==> config.mk <==
export PLATFORM = sky130hd
export DESIGN_NAME = rx_symbol_decoder
export DESIGN_NICKNAME = d
export VERILOG_FILES = /design/src/rtl/sym_dec_pkg.sv /design/src/rtl/sym_classify.sv /design/src/rtl/sym_err_counter.sv /design/src/rtl/sym_out_stage.sv /design/src/rtl/rx_symbol_decoder.sv
export SDC_FILE = /design/constraint.sdc
export NUM_CORES = 1
export LEC_CHECK = 0
export BUFFER_PORTS_ARGS = -buffer_cell sky130_fd_sc_hd__buf_2
export CAP_MARGIN = 20
export CORE_ASPECT_RATIO = 0.8
export CORE_UTILIZATION = 25
export CTS_BUF_LIST = sky130_fd_sc_hd__clkbuf_8
export DETAILED_ROUTE_END_ITERATION = 6
export GPL_TIMING_DRIVEN = 0
export PLACE_DENSITY_LB_ADDON = 0.12
export SLEW_MARGIN = 20
export SYNTH_ARGS = -nofsm -noshare
export SYNTH_HDL_FRONTEND = slang
export SYNTH_SLANG_ARGS = --single-unit
==> constraint.sdc <==
create_clock -name clk -period 3.4 [get_ports clk]
set_clock_uncertainty 0.1 [all_clocks]
set_input_delay 0.34 -clock clk [delete_from_list [all_inputs] [get_ports clk]]
set_output_delay 0.34 -clock clk [all_outputs]
set_load 0.1 [all_outputs]
==> src/rtl/sym_dec_pkg.sv <==
package sym_dec_pkg;
  localparam int SYM_W = 5;
  localparam int NIB_W = 4;

  typedef enum logic [1:0] {
    K_DATA    = 2'd0,
    K_CTRL    = 2'd1,
    K_HALT    = 2'd2,
    K_INVALID = 2'd3
  } sym_kind_e;

  typedef struct packed {
    logic [NIB_W-1:0] nib;
    sym_kind_e        kind;
  } dec_t;

  function automatic dec_t decode_sym(input logic [SYM_W-1:0] s);
    dec_t d;
    d.nib  = '0;
    d.kind = K_DATA;
    case (s)
      5'b11110: d.nib = 4'h0;
      5'b01001: d.nib = 4'h1;
      5'b10100: d.nib = 4'h2;
      5'b10101: d.nib = 4'h3;
      5'b01010: d.nib = 4'h4;
      5'b01011: d.nib = 4'h5;
      5'b01110: d.nib = 4'h6;
      5'b01111: d.nib = 4'h7;
      5'b10010: d.nib = 4'h8;
      5'b10011: d.nib = 4'h9;
      5'b10110: d.nib = 4'hA;
      5'b10111: d.nib = 4'hB;
      5'b11010: d.nib = 4'hC;
      5'b11011: d.nib = 4'hD;
      5'b11100: d.nib = 4'hE;
      5'b11101: d.nib = 4'hF;
      5'b11111, 5'b11000, 5'b10001,
      5'b01101, 5'b00111: d.kind = K_CTRL;
      5'b00100:           d.kind = K_HALT;
      default:            d.kind = K_INVALID;
    endcase
    return d;
  endfunction
endpackage

==> src/rtl/sym_classify.sv <==
module sym_classify
  import sym_dec_pkg::*;
(
  input  logic [SYM_W-1:0] sym,
  output logic [NIB_W-1:0] nib,
  output sym_kind_e        kind
);
  dec_t res;

  always_comb begin
    res  = decode_sym(sym);
    nib  = res.nib;
    kind = res.kind;
  end
endmodule

==> src/rtl/sym_err_counter.sv <==
module sym_err_counter #(
  parameter int CNT_W = 16
) (
  input  logic             clk,
  input  logic             rst,
  input  logic             clr,
  input  logic             frame_active,
  input  logic             hit,
  output logic [CNT_W-1:0] count
);
  logic counted;

  always_ff @(posedge clk) begin
    if (rst) begin
      count   <= '0;
      counted <= 1'b0;
    end else begin
      if (!frame_active)
        counted <= 1'b0;
      else if (hit)
        counted <= 1'b1;

      if (clr)
        count <= '0;
      else if (hit && !counted)
        count <= count + CNT_W'(1);
    end
  end

  // clear wins and yields zero
  a_r9_clear_zero: assert property (@(posedge clk) disable iff (rst)
    clr |=> (count == '0));

  // count moves by at most one per cycle (wrapping, R8)
  a_r6_single_step: assert property (@(posedge clk) disable iff (rst)
    !clr |=> (count == $past(count) || count == $past(count) + CNT_W'(1)));

  // once counted within a frame, no further increments
  a_r6_once_per_frame: assert property (@(posedge clk) disable iff (rst)
    (counted && frame_active && !clr) |=> (count == $past(count)));

  // no increment without a hit
  a_r4_no_hit_no_count: assert property (@(posedge clk) disable iff (rst)
    (!hit && !clr) |=> (count == $past(count)));
endmodule

==> src/rtl/sym_out_stage.sv <==
module sym_out_stage
  import sym_dec_pkg::*;
(
  input  logic             clk,
  input  logic             rst,
  input  logic             cg_valid,
  input  logic             frame_active,
  input  logic             raw_mode,
  input  logic [SYM_W-1:0] sym,
  input  logic [NIB_W-1:0] dec_nib,
  input  sym_kind_e        kind,
  output logic             out_valid,
  output logic [NIB_W-1:0] nib_out,
  output logic [SYM_W-1:0] raw_out,
  output logic             rx_err
);
  logic bad_sym;
  assign bad_sym = (kind == K_INVALID) || (kind == K_HALT);

  always_ff @(posedge clk) begin
    if (rst) begin
      out_valid <= 1'b0;
      nib_out   <= '0;
      raw_out   <= '0;
      rx_err    <= 1'b0;
    end else begin
      out_valid <= cg_valid;
      if (cg_valid) begin
        if (raw_mode) begin
          nib_out <= sym[NIB_W-1:0];
          raw_out <= sym;
          rx_err  <= 1'b0;
        end else begin
          nib_out <= (kind == K_DATA) ? dec_nib : '0;
          raw_out <= '0;
          rx_err  <= frame_active && bad_sym;
        end
      end else begin
        rx_err <= 1'b0;
      end
    end
  end

  // nothing flagged outside a frame
  a_r4_no_err_outside: assert property (@(posedge clk) disable iff (rst)
    (cg_valid && !frame_active) |=> !rx_err);

  // bypass passes the symbol and never flags
  a_r10_bypass_pass: assert property (@(posedge clk) disable iff (rst)
    (cg_valid && raw_mode) |=> (!rx_err && raw_out == $past(sym)));

  // idle cycle drops the strobe and the flag, holds the nibble
  a_r12_idle_hold: assert property (@(posedge clk) disable iff (rst)
    !cg_valid |=> (!out_valid && !rx_err && $stable(nib_out)));
endmodule

==> src/rtl/rx_symbol_decoder.sv <==
module rx_symbol_decoder
  import sym_dec_pkg::*;
#(
  parameter int CNT_W = 16
) (
  input  logic             clk,
  input  logic             rst,
  input  logic             cg_valid,
  input  logic [4:0]       cg_in,
  input  logic             frame_active,
  input  logic             raw_mode,
  input  logic             cnt_clear,
  output logic             out_valid,
  output logic [3:0]       nib_out,
  output logic [4:0]       raw_out,
  output logic             rx_err,
  output logic [CNT_W-1:0] err_count
);
  logic [NIB_W-1:0] dec_nib;
  sym_kind_e        kind;
  logic             hit;

  sym_classify u_classify (
    .sym  (cg_in),
    .nib  (dec_nib),
    .kind (kind)
  );

  assign hit = cg_valid && frame_active && !raw_mode && (kind == K_INVALID);

  sym_err_counter #(.CNT_W(CNT_W)) u_counter (
    .clk          (clk),
    .rst          (rst),
    .clr          (cnt_clear),
    .frame_active (frame_active),
    .hit          (hit),
    .count        (err_count)
  );

  sym_out_stage u_out (
    .clk          (clk),
    .rst          (rst),
    .cg_valid     (cg_valid),
    .frame_active (frame_active),
    .raw_mode     (raw_mode),
    .sym          (cg_in),
    .dec_nib      (dec_nib),
    .kind         (kind),
    .out_valid    (out_valid),
    .nib_out      (nib_out),
    .raw_out      (raw_out),
    .rx_err       (rx_err)
  );

  // halt symbol in a frame flags but does not count
  a_r5_halt_no_count: assert property (@(posedge clk) disable iff (rst)
    (cg_valid && frame_active && !raw_mode && !cnt_clear && cg_in == 5'b00100)
      |=> (rx_err && err_count == $past(err_count)));
endmodule

==> metrics.txt, run 1 <==
dpl cell area=approximately 1900 um2; Placed Instances=roughly 300; Placeable Area=roughly 6400 um2; antenna violations before repair=0; post-route clock period utilization=about three fifths; cell with the most instances after synthesis=dfxtp_1; GPL Wtd Cong=0.707; Skew-Pair Late Insertion Delay=around 0.27 ns; number of maximum-capacitance constraint violations=0; Yosys warning total=0; total power after layout=between 0.6 and 0.7 mW; length of the first detailed-routing pass in iterations=5; count of endpoints failing setup in the final report=0; met1 usage=between 10% and 20%; synthesis-to-layout area growth=18.7%; post-CTS setup-driven buffer insertion count=0; Layout Cells excl Fill=301; count of state elements after synthesis=28; Mapped Nets=193; ys flop type=dfxtp_1; leakage power summed over all cells=~0.71 nW; number of enable flip-flop cells after synthesis=0; start-to-end type of the worst setup path=flop to flop; initial core utilization=a little over a quarter; Startpoint Class=flop; post-route ant nets=0; Layout Cell Area excl Fill=1980 um2; DRC violations left=0; share of synthesized registers carrying an async set or reset=0%; Vias/cell=4.67; cell-internal power=between 0.4 and 0.5 mW; total power per unit cell area=330 nW/um2; register share of total power=roughly half; Avg Synthesized Cell Area=around 9.2 um2; power share of the clock group=~28%; Setup TNS Final=0 ns; largest area contributor in the synthesized netlist=dfxtp_1; switching pwr=just over 0.2 mW; total routed wirelength=between 3 and 4 mm; I/O Buffers=33; horizontal extent of the die=just over 90 um; clock transition at the registers of the reported paths=about 0.09 ns; number of buffers added by the clock tree synthesis step=3; worst hold path type=input pin to flop; Critical Path AT=around 2.1 ns; HPWL after DPL=2.89 mm; busiest grt layer=met1; final-report max-slew violation count=0; Setup crit end kind=flop; combinational share of power=20.6%; unrepaired setup endpoints after global routing=no; I/O pin total=38; post-synth top area share=roughly a third; GRT met3 Usage=roughly 2.2%; number of inserted diodes=0; met2 global-route usage=16.1%; area enclosed by the die boundary=about 7000 um2; number of standard-cell rows in the floorplan=26; root buf cell=clkbuf_8; mapped cell area=~1700 um2; most frequent cells after synthesis=dfxtp_1, nor2_1, nand2_1; Post-layout nets=about 230; clock tree from TritonCTS=built; maximum count of clock buffers along a single path=2; switching share of power=between 30% and 40%; drt first-iter violations=a little over 40; time the worst path needs with I/O delays and setup=around 2 ns; required time worst endpoint=around 3.5 ns; number of standard cells after synthesis=181; # hold bufs at CTS=0; pin count of the biggest net entering global routing=15; maximum ir drop on the vdd rail=0.144 mV; global-route wire length before repair=6.10 mm; post-synthesis cell type count=between 40 and 50; layout filler cell count=~690; global routing usage summed across all routing layers=roughly 11%; number of hold-slack violations in the final timing report=0; vias in the first global route=1,222; sequential area share after synthesis=between 30% and 40%; overflow left after global routing=0; H-tree lvl count=1; tightest slew margin relative to the limit=about three fifths; overall via count from detail_route=1,407; top fanout value on the critical path=7; f_max=roughly 500 MHz; number of sinks driven by the clock tree=28; largest cells by area after synthesis=dfxtp_1, a2111oi_4, xnor2_1; mean routed wirelength per cell=roughly 13 um; result of the run=completed; actual slew at the worst max-slew pin=roughly 0.57 ns; die span in y=approximately 75 um; fraction of final layout cells sized beyond drive strength 1=between 20 and 30%; number of cells upsized or downsized after cts=0
==> stage by stage <==
stage	setup WS (ns)	hold WS [ns]	util, %
floorplan	0.839	0.312	-
global placement	1.36	0.358	30.2
detailed placement	1.37	0.362	30.2
CTS	1.38	0.179	30.9
global route	1.23	0.202	30.9
finish	1.39	0.191	30.9
==> area by class of cell <==
cell class,count,area (um2),area share (%)
Clock buffer,3,41.3,2.09
Sequential cell,28,561,28.3
Multi-Input combinational cell,134,985,49.8
Buffer,14,103,5.19
Inverter,5,18.8,0.949
Timing Repair Buffer,33,165,8.35
Tap cell,84,105,5.31
==> state kept, by name (all words and copies together) (netlist names) <==
register,count
u_counter.count,16
u_out.raw_out,5
u_out.nib_out,4
u_counter.counted,1
u_out.out_valid,1
u_out.rx_err,1
==> path summary, 6_finish.rpt <==
path / to / from / slack [ns] / depth (start not counted)
setup / recovery: u_counter.count[15]$_SDFFE_PP0P_ / u_counter.count[3]$_SDFFE_PP0P_ / 1.39 / 5
hold / removal: u_out.nib_out[3]$_SDFFE_PP0P_ / rst / 0.19 / 2
setup reg to reg: u_counter.count[15]$_SDFFE_PP0P_ / u_counter.count[3]$_SDFFE_PP0P_ / 1.39 / 5
hold reg to reg: u_out.raw_out[4]$_SDFFE_PP0P_ / u_out.raw_out[4]$_SDFFE_PP0P_ / 0.37 / 2
==> critical path, cell delays in order, from the launching register on <==
cell and delay, ns:
dfxtp_1 0.49, nand4_2 0.24, or3_4 0.46, nor3_1 0.28, a21oi_1 0.11, a31o_2 0.23
==> logic make-up after synthesis <==
| kind of cell | after synthesis | synth area share, % |
|---|---|---|
| AOI/OAI and AO/OA | 42 | 25.3 |
| xor gates and xnor gates | 12 | 6.31 |
| adders and majority gates | 1 | 0.751 |
| buffers and inverters | 19 | 7.28 |
| DFF | 28 | 33.6 |
| muxes | 3 | 1.80 |
| and+or+nand+nor | 76 | 24.9 |
==> per-layer routing <==
| metal | part of all wire, % | up-vias |
|---|---|---|
| met5 | 0 | - |
| met4 | 0.76 | 0 |
| met3 | 3.5 | 2 |
| met2 | 41 | 22 |
| met1 | 54 | 666 |
| li1 | - | 717 |
==> cell usage in the layout (no fill, tap or decap), drive strengths merged, types with 8 or more instances in the layout <==
cell type  instances
xnor2             12
nand2b             8
dfxtp             28
buf               42
a2111oi            8
a21oi             14
clkbuf             8
nand2             15
nand3             14
nor2              18
==> power by group through the flow <==
stage | Sequential, mW | Combinational, mW | Clock, mW
2_1_floorplan | 0.390 | 0.0634 | 0
3_3_place_gp | 0.345 | 0.136 | 0
6_report | 0.337 | 0.134 | 0.182
3_5_place_dp | 0.345 | 0.135 | 0
4_1_cts | 0.337 | 0.136 | 0.194
5_1_grt | 0.338 | 0.144 | 0.201
(Power assumes the default switching activity.)
==> inputs of run 2 (changes only) <==
==> constraint.sdc (replaced) <==
create_clock -name clk -period 1.8 [get_ports clk]
set_clock_uncertainty 0.1 [all_clocks]
set_input_delay 0.18 -clock clk [delete_from_list [all_inputs] [get_ports clk]]
set_output_delay 0.18 -clock clk [all_outputs]
set_load 0.1 [all_outputs]
==> run 2 against run 1 <==
Via count about the same. Register-to-register slack got worse by 1.3 ns. Critical path depth unchanged. Flip-flop and latch count did not move. Combinational power grew 93%. Sequential power rose by 84%. Non-clock buffer count is 1 higher. Core utilization increased by 2.1 points. Global-route usage up 1.1 points. Design area grew 6.8%. Die area is the same. First-iteration DRC count grew 46%. Critical path type unchanged.
==> metrics.txt, run 2 (synthesis results as in run 1) <==
detailed route wirelength on metal2=~1.6 mm; Startpoint Class=flop; result of the run=completed; GPL Wtd Cong=between 0.6 and 0.7; number of hold-slack violations in the final timing report=0; count of buffer and inverter cells on the critical path=0; worst hold path type=input pin to flop; Worst R2R Start=u_counter.count[3]$_SDFFE_PP0P_; I/O pin total=38; Crit path max-delay family=simple AND/OR/NAND/NOR gates; required time worst endpoint=between 1.5 and 2 ns; number of maximum-capacitance constraint violations=0; sum of routed wire segments on met1=around 2.3 mm; drt first-iter violations=60; power share of the clock group=32.3%; register share of total power=between 40% and 50%; cell-internal power=0.879 mW; leakage power summed over all cells=0.776 nW; total power after layout=~1.3 mW; vias in the first global route=roughly 1.2k; HPWL after DPL=2.95 mm; flip-flop count of the largest register, all copies and words added=16; Post-layout nets=~230; mean routed wirelength per cell=between 10 and 15 um; crit path launch=u_counter.count[3]$_SDFFE_PP0P_; global routing usage summed across all routing layers=12.2%; horizontal extent of the die=93.3 um; final-report max-slew violation count=0; routed length on met3=between 150 and 200 um; Placeable Area=approximately 6400 um2; Critical Path AT=1.78 ns; Vias/cell=approximately 4.6; root buf cell=clkbuf_8; global-route wire length before repair=approximately 6.6 mm; antenna violations before repair=0; source of the worst hold timing path=raw_mode; terminus of the critical flop-to-flop path=u_counter.count[15]$_SDFFE_PP0P_; commonest cells after routing, fill and taps aside=buf_2, nor2_1, a21oi_1, nand2_1; master of the slowest instance on the critical path=or3_4; number of buffers added by the clock tree synthesis step=3; fraction of final layout cells sized beyond drive strength 1=around 40%; number of standard-cell rows in the floorplan=26; largest registers ranked by flip-flop count=u_counter.count: 16 flops, u_out.raw_out: 5 flops, u_out.nib_out: 4 flops; total power per unit cell area=between 600 and 700 nW/um2; time the worst path needs with I/O delays and setup=around 1.7 ns; number of inserted diodes=0; maximum ir drop on the vdd rail=approximately 0.33 mV; clock transition at the registers of the reported paths=between 0.1 and 0.15 ns; switching share of power=about a third; actual slew at the worst max-slew pin=roughly 0.56 ns; worst hold margin=around 0.076 ns; register ranked first by flip-flop count=u_counter.count; Final Worst Setup Slack=around 0.12 ns; maximum count of clock buffers along a single path=2; critical path cell sequence=nand4_4 > or3_4 > nor3_4 > a21oi_1 > a31o_2; uppermost routed layer=met4; FF-to-FF setup slack=about 0.12 ns; Skew-Pair Late Insertion Delay=a little under 0.3 ns; initial core utilization=approximately a quarter; count of endpoints failing setup in the final report=0; die span in y=about 75 um; post-route ant nets=0; worst slack at placement=-0.0613 ns; total routed wirelength=slightly above 4 mm; depth of the worst register-to-register path=5; area enclosed by the die boundary=around 7000 um2; Setup crit end kind=flop; overflow left after global routing=0; start-to-end type of the worst setup path=flop to flop; H-tree lvl count=1; tightest slew margin relative to the limit=between 60 and 70%; top fanout value on the critical path=7; Critical path destination=u_counter.count[15]$_SDFFE_PP0P_; combinational share of power=slightly below 20%; I/O Buffers=33; synthesis-to-layout area growth=26.7%; leading cell type in the layout, fill and taps excluded=buf_2; f_max=just under 600 MHz; clock tree from TritonCTS=built; length of the first detailed-routing pass in iterations=4; number of cells on the critical path=5; slowest cell delay on critical path=0.46 ns; unrepaired setup endpoints after global routing=no; post-route clock period utilization=93.5%; DRC violations left=0; overall via count from detail_route=1,406; switching pwr=~0.42 mW; pin count of the biggest net entering global routing=16; number of sinks driven by the clock tree=28
-- run 2: changes by cell type in the layout (fill, tap and decap cells not counted), moves of 2 or more --
cell	change
dfxtp_1	-15
dfxtp_4	+12
dfxtp_2	+3
or3_1	-2
or3_4	+2
-- run 2: worst register-to-register path, stage by stage (launching register included) --
cell and delay [ns]:
dfxtp_4 0.41, nand4_4 0.16, or3_4 0.46, nor3_4 0.16, a21oi_1 0.09, a31o_2 0.22
-- run 2: power by group through the flow --
stage	clock network (mW)	registers (mW)	logic, mW
finish	0.419	0.620	0.258
global route	0.464	0.621	0.275
CTS	0.438	0.620	0.259
floorplan	0	0.720	0.120
global placement	0	0.634	0.257
detailed placement	0	0.634	0.256
-- run 2: cell type report --
type	count	area, um2
buffer	14	104
clock buffer	4	55.1
fill	655	4300
inverter	5	18.8
multi-input combinational	134	1040
sequential	28	609
tap	84	105
timing repair buffer	34	175
-- run 2: routing by layer --
| metal | vias up | global-route usage, % |
|---|---|---|
| li1 | 723 | - |
| met1 | 657 | 18.6 |
| met2 | 24 | 17.0 |
| met5 | - | 0 |
| met4 | 0 | 2.56 |
| met3 | 2 | 3.23 |
-- run 2: what timing repair did --
action | in CTS | in global routing
hold buffers | 1 | 0
setup buffers | 0 | 0
setup endpoints to repair | 0 | 3
resized for setup | 0 | 4
hold endpoints to repair | 2 | 0
-- run 2: through the flow --
stage | utilization [%] | setup TNS (ns) | instance area (um2) | cells
detailed placement | 31.7 | -0.341 | 2030 | 298
CTS | 32.8 | 0 | 2100 | 303
finish | 33.0 | 0 | 2110 | 303
global placement | 31.7 | -0.540 | 2030 | 298
floorplan | - | -0.0552 | 1760 | 181
global route | 33.0 | 0 | 2110 | 303
-- run 2: worst min path at each step --
stage                                         end  cells past startpoint
finish              u_out.nib_out[2]$_SDFFE_PP0P_                      3
global route              u_out.rx_err$_SDFF_PP0_                      3
CTS                       u_out.rx_err$_SDFF_PP0_                      3
detailed placement     u_out.out_valid$_SDFF_PP0_                      2
global placement       u_out.out_valid$_SDFF_PP0_                      2
floorplan              u_out.out_valid$_SDFF_PP0_                      1
